--- src/rtl/pdr_pkg.sv ---
package pdr_pkg;
  typedef enum logic {
    SEL_PERIOD = 1'b0,
    SEL_CTRL   = 1'b1
  } reg_sel_e;

  localparam int unsigned CTRL_RUN_BIT = 0;
  localparam int unsigned CTRL_CLR_BIT = 1;
  localparam int unsigned CTRL_REQ_BIT = 2;
endpackage

--- src/rtl/pdr_rst_sync.sv ---
module pdr_rst_sync (
  input  logic clk,
  input  logic rst_n,
  output logic rst_sync_n
);
  logic [1:0] sync_q;

  always_ff @(posedge clk or negedge rst_n) begin
    if (!rst_n) sync_q <= '0;
    else        sync_q <= {sync_q[0], 1'b1};
  end

  assign rst_sync_n = sync_q[1];
endmodule

--- src/rtl/pdr_regs.sv ---
module pdr_regs #(
  parameter int unsigned NUM_CH = 2,
  parameter int unsigned CNT_W  = 16,
  parameter int unsigned AW     = 2
) (
  input  logic             clk,
  input  logic             rst_n,
  input  logic             we,
  input  logic [AW-1:0]    addr,
  input  logic [CNT_W-1:0] wdata,
  input  logic [NUM_CH-1:0] req_sts,
  output logic [CNT_W-1:0] period [NUM_CH],
  output logic [NUM_CH-1:0] run,
  output logic [NUM_CH-1:0] start,
  output logic [NUM_CH-1:0] sw_clr,
  output logic [CNT_W-1:0] rdata
);
  import pdr_pkg::*;

  localparam int unsigned CH_W = AW - 1;

  logic [CH_W-1:0] ch_sel;
  reg_sel_e        sel;

  assign ch_sel = addr[AW-1:1];
  assign sel    = reg_sel_e'(addr[0]);

  for (genvar g = 0; g < NUM_CH; g++) begin : g_ch
    logic             hit;
    logic             wr_period, wr_ctrl;
    logic             period_en, run_en;
    logic [CNT_W-1:0] period_q, period_nxt;
    logic             run_q, run_nxt;

    assign hit       = we && (ch_sel == CH_W'(g));
    assign wr_period = hit && (sel == SEL_PERIOD);
    assign wr_ctrl   = hit && (sel == SEL_CTRL);
    assign period_en = wr_period;
    assign run_en    = wr_ctrl;

    always_comb begin
      period_nxt = wdata;
      run_nxt    = wdata[CTRL_RUN_BIT];
    end

    always_ff @(posedge clk or negedge rst_n) begin
      if (!rst_n) begin
        period_q <= '0;
        run_q    <= 1'b0;
      end else begin
        if (period_en) period_q <= period_nxt;
        if (run_en)    run_q    <= run_nxt;
      end
    end

    assign period[g] = period_q;
    assign run[g]    = run_q;
    assign start[g]  = wr_ctrl && wdata[CTRL_RUN_BIT] && !run_q;
    assign sw_clr[g] = wr_ctrl && wdata[CTRL_CLR_BIT];
  end

  always_comb begin
    rdata = '0;
    for (int c = 0; c < NUM_CH; c++) begin
      if (ch_sel == CH_W'(c)) begin
        if (sel == SEL_PERIOD) begin
          rdata = period[c];
        end else begin
          rdata[CTRL_RUN_BIT] = run[c];
          rdata[CTRL_REQ_BIT] = req_sts[c];
        end
      end
    end
  end
endmodule

--- src/rtl/pdr_timer.sv ---
module pdr_timer #(
  parameter int unsigned CNT_W = 16
) (
  input  logic             clk,
  input  logic             rst_n,
  input  logic             run,
  input  logic             start,
  input  logic [CNT_W-1:0] period,
  output logic             tick
);
  logic [CNT_W-1:0] cnt_q, cnt_nxt, reload;
  logic             cnt_en;

  assign reload = (period == '0) ? CNT_W'(1) : period;
  assign tick   = run && (cnt_q == CNT_W'(1));
  assign cnt_en = start || run;

  always_comb begin
    if (start)     cnt_nxt = reload;
    else if (tick) cnt_nxt = reload;
    else           cnt_nxt = cnt_q - CNT_W'(1);
  end

  always_ff @(posedge clk or negedge rst_n) begin
    if (!rst_n)      cnt_q <= '0;
    else if (cnt_en) cnt_q <= cnt_nxt;
  end
endmodule

--- src/rtl/pdr_req_flag.sv ---
module pdr_req_flag (
  input  logic clk,
  input  logic rst_n,
  input  logic set,
  input  logic clr,
  output logic req
);
  logic req_q, req_nxt;

  always_comb begin
    if (clr)      req_nxt = 1'b0;
    else if (set) req_nxt = 1'b1;
    else          req_nxt = req_q;
  end

  always_ff @(posedge clk or negedge rst_n) begin
    if (!rst_n) req_q <= 1'b0;
    else        req_q <= req_nxt;
  end

  assign req = req_q;
endmodule

--- src/rtl/paced_dma_req.sv ---
module paced_dma_req #(
  parameter int unsigned NUM_CH = 2,
  parameter int unsigned CNT_W  = 16
) (
  input  logic                       clk,
  input  logic                       rst_n,
  input  logic                       reg_we,
  input  logic [$clog2(NUM_CH):0]    reg_addr,
  input  logic [CNT_W-1:0]           reg_wdata,
  output logic [CNT_W-1:0]           reg_rdata,
  input  logic [NUM_CH-1:0]          fifo_room,
  input  logic [NUM_CH-1:0]          dma_ack,
  output logic [NUM_CH-1:0]          dma_req,
  output logic [NUM_CH-1:0]          tick
);
  localparam int unsigned AW = $clog2(NUM_CH) + 1;

  logic                 rst_sync_n;
  logic [CNT_W-1:0]     period [NUM_CH];
  logic [NUM_CH-1:0]    run_en, start, sw_clr;

  pdr_rst_sync u_rst (
    .clk        (clk),
    .rst_n      (rst_n),
    .rst_sync_n (rst_sync_n)
  );

  pdr_regs #(.NUM_CH(NUM_CH), .CNT_W(CNT_W), .AW(AW)) u_regs (
    .clk     (clk),
    .rst_n   (rst_sync_n),
    .we      (reg_we),
    .addr    (reg_addr),
    .wdata   (reg_wdata),
    .req_sts (dma_req),
    .period  (period),
    .run     (run_en),
    .start   (start),
    .sw_clr  (sw_clr),
    .rdata   (reg_rdata)
  );

  for (genvar g = 0; g < NUM_CH; g++) begin : g_ch
    pdr_timer #(.CNT_W(CNT_W)) u_tmr (
      .clk    (clk),
      .rst_n  (rst_sync_n),
      .run    (run_en[g]),
      .start  (start[g]),
      .period (period[g]),
      .tick   (tick[g])
    );

    pdr_req_flag u_flag (
      .clk   (clk),
      .rst_n (rst_sync_n),
      .set   (tick[g] && fifo_room[g]),
      .clr   (dma_ack[g] || sw_clr[g]),
      .req   (dma_req[g])
    );
  end
endmodule

--- config.mk ---
export PLATFORM = sky130hd
export DESIGN_NAME = paced_dma_req
export DESIGN_NICKNAME = d
export VERILOG_FILES = /design/src/rtl/pdr_pkg.sv /design/src/rtl/pdr_rst_sync.sv /design/src/rtl/pdr_regs.sv /design/src/rtl/pdr_timer.sv /design/src/rtl/pdr_req_flag.sv /design/src/rtl/paced_dma_req.sv
export SDC_FILE = /design/constraint.sdc
export NUM_CORES = 1
export LEC_CHECK = 0
export ABC_AREA = 1
export BUFFER_PORTS_ARGS = -buffer_cell sky130_fd_sc_hd__buf_2
export CORE_MARGIN = 1
export CORE_UTILIZATION = 54
export CTS_BUF_LIST = sky130_fd_sc_hd__clkbuf_4 sky130_fd_sc_hd__clkbuf_8 sky130_fd_sc_hd__clkbuf_16
export DETAILED_ROUTE_END_ITERATION = 10
export PLACE_DENSITY = 0.77
export SETUP_SLACK_MARGIN = 0.1
export SLEW_MARGIN = 20
export SYNTH_ARGS = -nofsm -noshare
export SYNTH_HDL_FRONTEND = slang
export SYNTH_SLANG_ARGS = --single-unit
--- constraint.sdc ---
create_clock -name clk -period 2.2 [get_ports clk]
set_input_delay 0.55 -clock clk [delete_from_list [all_inputs] [get_ports clk]]
set_output_delay 0.55 -clock clk [all_outputs]
set_load 0.005 [all_outputs]
# Word-level counts from Yosys, hierarchy flattened
# Cells that the tools add are included.
dict set report classes {
  n_addsub 2
  n_bitwise 2
  mux 20
  eq_ne 2
  reduce_logical 26
}
# op n
set ops {}
lappend ops {{$mux 16} 8}
lappend ops {{$eq 16x1->1 const B} 2}
lappend ops {{$logic_not 16->1} 2}
lappend ops {{$sub 16x1->16 const B} 2}
lappend ops {{$mux 13} 2}
lappend ops {{$logic_and 1x1->1} 16}
lappend ops {{$mux 1} 10}
lappend ops {{$logic_or 1x1->1} 4}
lappend ops {{$reduce_bool 2->1} 2}
lappend ops {{$logic_not 1->1} 2}
lappend ops {{$not 1->1} 2}
dict set report word_totals {
  wordCells 61
  out_inout_bits 20
  in_bits 25
  regBits 70
}

# Longest topological paths before layout
dict set report depth {
  ltp_word 6
  ltp_mapped 13
  ltp_nobuf 13
}

# Cells and area by module
# A second synthesis with hierarchy kept.
dict set report hier_totals {
  hier_cells 700
  area_unflattened_um2 4714.5
}
# module cells_each area_per_inst_um2 seq_area_each_um2 n_inst
set modules_own_cells {}
lappend modules_own_cells {pdr_regs 232 1815.5 850.8 1}
lappend modules_own_cells {{pdr_timer (g_ch[1].u_tmr)} 223 1382.6 400.4 1}
lappend modules_own_cells {{pdr_timer (g_ch[0].u_tmr)} 226 1360.1 400.4 1}
lappend modules_own_cells {pdr_req_flag 3 32.5 25.0 2}
lappend modules_own_cells {pdr_rst_sync 3 53.8 50.0 1}
lappend modules_own_cells {paced_dma_req 10 37.5 0.0 1}

# Least setup slack after synthesis
# Ideal clock, no wire load.
dict set report synth_timing {
  kind {input-to-output}
  startpoint {input reg_addr[1]}
  endpoint {output reg_rdata[10]}
  arrival_time_ns 1.195
  n_path_buf 2
  stages 4
  t_required_ns 1.650
  slack_ns 0.455
  path_cell_list {buf_2 -> clkbuf_1 -> o21ai_0 -> a21oi_1}
}
dict set report synth_via {
  elab_chain_len 3
}
# element line_no
set synth_rtl {}
lappend synth_rtl {{start, declared} paced_dma_req.sv:8} ;# input logic [$clog2(NUM_CH):0] reg_addr,
lappend synth_rtl {{$mux 16} pdr_regs.sv:65} ;# if (ch_sel == CH_W'(c)) begin
lappend synth_rtl {{$mux 13} pdr_regs.sv:66} ;# if (sel == SEL_PERIOD) begin
lappend synth_rtl {{$mux 16 *} pdr_regs.sv:65}
lappend synth_rtl {{end, declared} paced_dma_req.sv:10} ;# output logic [CNT_W-1:0] reg_rdata,
# Mark *: on every way between the ends. The rest lies on a longest branch, timed or not.

# Worst setup path in the final report
dict set report layout_timing {
  startpoint {register g_ch[0].u_tmr.cnt_q[5]}
  endpoint {output tick[0]}
}
dict set report layout_via {
  elab_chain_len 2
}
# element line_no
set layout_rtl {}
lappend layout_rtl {{start, declared} pdr_timer.sv:11} ;# logic [CNT_W-1:0] cnt_q, cnt_nxt, reload;
lappend layout_rtl {{start signal, assigned} pdr_timer.sv:26} ;# else if (cnt_en) cnt_q <= cnt_nxt;
lappend layout_rtl {{$eq 16x1->1} pdr_timer.sv:15} ;# assign tick = run && (cnt_q == CNT_W'(1));
lappend layout_rtl {{$logic_and 1x1->1} pdr_timer.sv:15}
lappend layout_rtl {{end, declared} paced_dma_req.sv:14} ;# output logic [NUM_CH-1:0] tick
# No other way between the ends.

==> results.rst <==
.. list-table::
   :header-rows: 1

   * - Metric
     - Value
   * - Port buffer count
     - 44
   * - Clock sink count
     - 70
   * - Final #Nets
     - 711
   * - Global-route congestion overflow total
     - 0
   * - Yosys top cell area share
     - 0.4014
   * - GRT met2 Usage
     - 0.4353
   * - Period Utilization, post-route
     - 0.9324
   * - Insertion delay to the later sink of the worst-skew pair
     - about 0.34 ns
   * - Cell type with the largest total area after synthesis
     - sky130_fd_sc_hd__dfrtp_1
   * - Max Clock Freq
     - 0.4875 GHz
   * - Detailed-route DRC error count
     - 0
   * - Post-layout minimum cycle time
     - 2.051 ns
   * - Data arrival time of the worst path
     - 1.50 ns
   * - Placeable core region
     - between 7000 and 8000 sq um
   * - Ys Warns
     - 0
   * - Cell type of the slowest stage on the worst timing path
     - sky130_fd_sc_hd__dfrtp_2
   * - Mean instance size in the synthesized netlist
     - between 7 and 8 sq um
   * - Total length of routed wires
     - 11770 microns
   * - Number of buffers between clock root and the deepest sink
     - 2
   * - Diodes inserted
     - 0
   * - Fraction of layout instances using a drive strength above 1
     - 0.1965
   * - Antenna-violating nets left
     - 0
   * - Type of the most critical hold path
     - reg -> async
   * - Critical Path Source Type
     - flop
   * - Half-perimeter wire length of the detailed placement result
     - approximately 8500 microns
   * - Mapped Area
     - between 4000 and 5000 sq um
   * - Area occupied by multi-input gates
     - 2206 sq um
   * - DR iter-0 viols
     - 412
   * - Unique cell type count in the Yosys netlist
     - 36
   * - Chip width
     - 91.90 microns
   * - Most Crowded Layer GR
     - met2
   * - Final hold slack
     - 0.2948 ns
   * - CTS clk-pin slew, worst paths
     - 0.08 ns
   * - CTS H-Tree Depth
     - 3
   * - Crit-path max cell delay
     - between 0.4 and 0.5 ns
   * - Accumulated negative setup slack
     - 0 ns
   * - WP buf/inv
     - 2
   * - First-pass iteration count of the detailed router
     - 5
   * - Setup crit end kind
     - output pin
   * - Global-route wire length before repair
     - 19080 microns
   * - Reg area
     - 1760 sq um
   * - Power Dens Cells
     - approximately 1100 nW/um^2
   * - Global-route met3 utilization
     - 0.03648
   * - Number of setup violations in the final report
     - 0
   * - Highest net fanout along the worst path
     - 4
   * - Number of buffers created by CTS
     - 9
   * - TritonCTS clock tree
     - yes
   * - Worst setup startpoint
     - g_ch[0].u_tmr.cnt_q[5]
   * - Met1 GRT Util
     - 0.4246
   * - Worst path required time
     - approximately 1.7 ns
   * - Clock Skews
     - 0.01254 ns
   * - Area of the die
     - between 8000 and 9000 sq um
   * - Worst-case headroom to the max-slew limit
     - 0.5784
   * - Largest net degree at the start of global routing
     - 42
   * - Number of inserted filler cells in the final layout
     - 697
   * - Initial core utilization
     - 0.5619
   * - Number of cells produced by synthesis
     - 623
   * - Proportion of synthesized chip area in sequential cells
     - 0.4014
   * - Detailed-route wire length per cell
     - about 15 microns
   * - Static leakage
     - 2.595 nW
   * - Syn-to-layout area delta
     - 16.31%
   * - Count of state elements after synthesis
     - 70
   * - Top-level port count
     - 45
   * - Unrepaired setup endpoints after global routing
     - yes
   * - Placer's final routability congestion estimate
     - 0.9812
   * - Total global-route track usage
     - 0.2900
   * - Die span in y
     - ~92 microns
   * - Type of the worst setup path
     - reg -> out
   * - Net count of the mapped netlist
     - 652
   * - Via count of the routed design
     - between 4000 and 5000
   * - Slew at the pin closest to its max-slew limit
     - 0.6325 ns
   * - Critical path, cell by cell
     - nor2_4 -> nand2_1 -> nor2_2 -> nand4_1 -> inv_2 -> buf_2
   * - Site Rows
     - 32
   * - Vias/cell
     - between 5 and 6
   * - Worst R2R Start
     - g_ch[1].u_tmr.cnt_q[1]
   * - IR drop worst, VDD
     - 0.0005254 V
   * - Outcome
     - finished clean
   * - Gate family responsible for the most delay along the worst path
     - simple AND/OR/NAND/NOR gates
   * - Total count of max-transition violations in the final report
     - 0
   * - Clock tree root driver cell
     - sky130_fd_sc_hd__clkbuf_8
   * - Hold Fails Final Rpt
     - 0
   * - Antenna violations before repair
     - 0
   * - Number of global-route vias before repair
     - 3988
   * - Max-cap check violation count
     - 0
   * - Leading cell types by total area after synthesis
     - sky130_fd_sc_hd__dfrtp_1, sky130_fd_sc_hd__nand2_1, sky130_fd_sc_hd__inv_1
==> cell type report <==
cell class	count	area share
Inverter	90	0.06655
Timing Repair Buffer	69	0.08331
Tap cell	102	0.02514
Multi-Input combinational cell	442	0.4346
Clock inverter	7	0.01923
Sequential cell	70	0.3468
Clock buffer	9	0.02440
==> state kept, by name, summed over array words and instances, names as in the netlist <==
name,cells
u_regs.g_ch.period_q,32
g_ch.u_tmr.cnt_q,32
u_rst.sync_q,2
u_regs.g_ch.run_q,2
g_ch.u_flag.req,2
==> power breakdown <==
part / internal (mW) / switching, mW / leakage [nW] / total [mW]
Clock: 0.642 / 0.521 / 0.106 / 1.16
Sequential: 1.66 / 0.475 / 0.872 / 2.13
Combinational: 0.954 / 1.43 / 1.62 / 2.38
==> through the flow <==
stage | cells | cell area (sq um) | total power [mW] | worst slack, ns | utilization
3_5_place_dp | 757 | 4667 | 4.225 | 0.2222 | 0.6008
6_report | 789 | 5076 | 5.681 | 0.1487 | 0.6535
4_1_cts | 776 | 4932 | 5.422 | 0.09291 | 0.6350
5_1_grt | 789 | 5076 | 6.117 | 0.07190 | 0.6535
2_1_floorplan | 623 | 4364 | 3.660 | 0.1064 | -
3_3_place_gp | 757 | 4667 | 4.158 | 0.2478 | 0.6008
==> synth_stat cells (all sizes together) <==
| cell type | count |
|---|---|
| a21oi | 28 |
| a22oi | 1 |
| and3 | 1 |
| buf | 11 |
| clkbuf | 10 |
| conb | 1 |
| dfrtp | 70 |
| ha | 4 |
| inv | 90 |
| nand2 | 178 |
| nand3 | 53 |
| nand3b | 2 |
| nand4 | 11 |
| nor2 | 66 |
| nor3 | 3 |
| o211ai | 2 |
| o21ai | 67 |
| o21bai | 6 |
| o22ai | 4 |
| o31ai | 1 |
| or2 | 1 |
| xnor2 | 3 |
| xor2 | 10 |
==> metal layers <==
metal / share of wire / vias up
li1: - / 2093
met1: 0.46 / 1989
met2: 0.44 / 205
met3: 0.072 / 27
met4: 0.023 / 0
met5: 0 / -
==> worst paths after layout <==
check,depth (start not counted),slack [ns],endpoint
max in group asynchronous,1,1.24,u_regs.g_ch[0].run_q
min in group clk,0,0.36,u_rst.sync_q[1]
setup / recovery,6,0.15,tick[0]
hold / removal,0,0.29,u_regs.g_ch[1].period_q[14]
hold reg to reg,0,0.29,u_regs.g_ch[1].period_q[14]
setup reg to reg,11,0.36,g_ch[1].u_tmr.cnt_q[6]
==> cells in the final DEF, fill, tap and decap left out, types with 2 or more instances in the layout <==
| cell type | instances |
|---|---|
| sky130_fd_sc_hd__a21oi_1 | 26 |
| sky130_fd_sc_hd__a21oi_2 | 2 |
| sky130_fd_sc_hd__buf_2 | 44 |
| sky130_fd_sc_hd__buf_4 | 23 |
| sky130_fd_sc_hd__bufinv_16 | 2 |
| sky130_fd_sc_hd__clkbuf_8 | 9 |
| sky130_fd_sc_hd__clkinvlp_4 | 2 |
| sky130_fd_sc_hd__dfrtp_1 | 63 |
| sky130_fd_sc_hd__dfrtp_2 | 7 |
| sky130_fd_sc_hd__ha_1 | 2 |
| sky130_fd_sc_hd__ha_4 | 2 |
| sky130_fd_sc_hd__inv_1 | 81 |
| sky130_fd_sc_hd__inv_2 | 9 |
| sky130_fd_sc_hd__nand2_1 | 170 |
| sky130_fd_sc_hd__nand2_2 | 6 |
| sky130_fd_sc_hd__nand2_4 | 2 |
| sky130_fd_sc_hd__nand3_1 | 49 |
| sky130_fd_sc_hd__nand3_2 | 2 |
| sky130_fd_sc_hd__nand3_4 | 2 |
| sky130_fd_sc_hd__nand3b_1 | 2 |
| sky130_fd_sc_hd__nand4_1 | 11 |
| sky130_fd_sc_hd__nor2_1 | 50 |
| sky130_fd_sc_hd__nor2_2 | 11 |
| sky130_fd_sc_hd__nor2_4 | 5 |
| sky130_fd_sc_hd__nor3_1 | 3 |
| sky130_fd_sc_hd__o211ai_1 | 2 |
| sky130_fd_sc_hd__o21ai_0 | 61 |
| sky130_fd_sc_hd__o21ai_1 | 4 |
| sky130_fd_sc_hd__o21ai_2 | 2 |
| sky130_fd_sc_hd__o21bai_1 | 6 |
| sky130_fd_sc_hd__o22ai_1 | 4 |
| sky130_fd_sc_hd__xnor2_1 | 3 |
| sky130_fd_sc_hd__xor2_1 | 10 |
==> logic make-up (layout without fill, tap and decap cells) <==
logic type	count (synthesis)	in the layout	synth area share
AO/OA/AOI/OAI	109	109	0.1353
XOR/XNOR	13	13	0.02609
adder cells (fa/ha/maj)	4	4	0.01147
buffers and inverters	111	175	0.1064
flip-flops	70	70	0.4014
other	1	1	0.0008593
AND/OR/NAND/NOR	315	315	0.3185
==> repair_timing <==
action | 4_1_cts | 5_1_grt
endpoints found under the hold margin | 2 | 0
hold buffers | 1 | 0
setup endpoints to repair | 3 | 3
buffers inserted | 2 | 13
resized for setup | 7 | 17
cloned | 0 | 0
pin swaps | 1 | 2
Power figures use the tool's default switching activity.
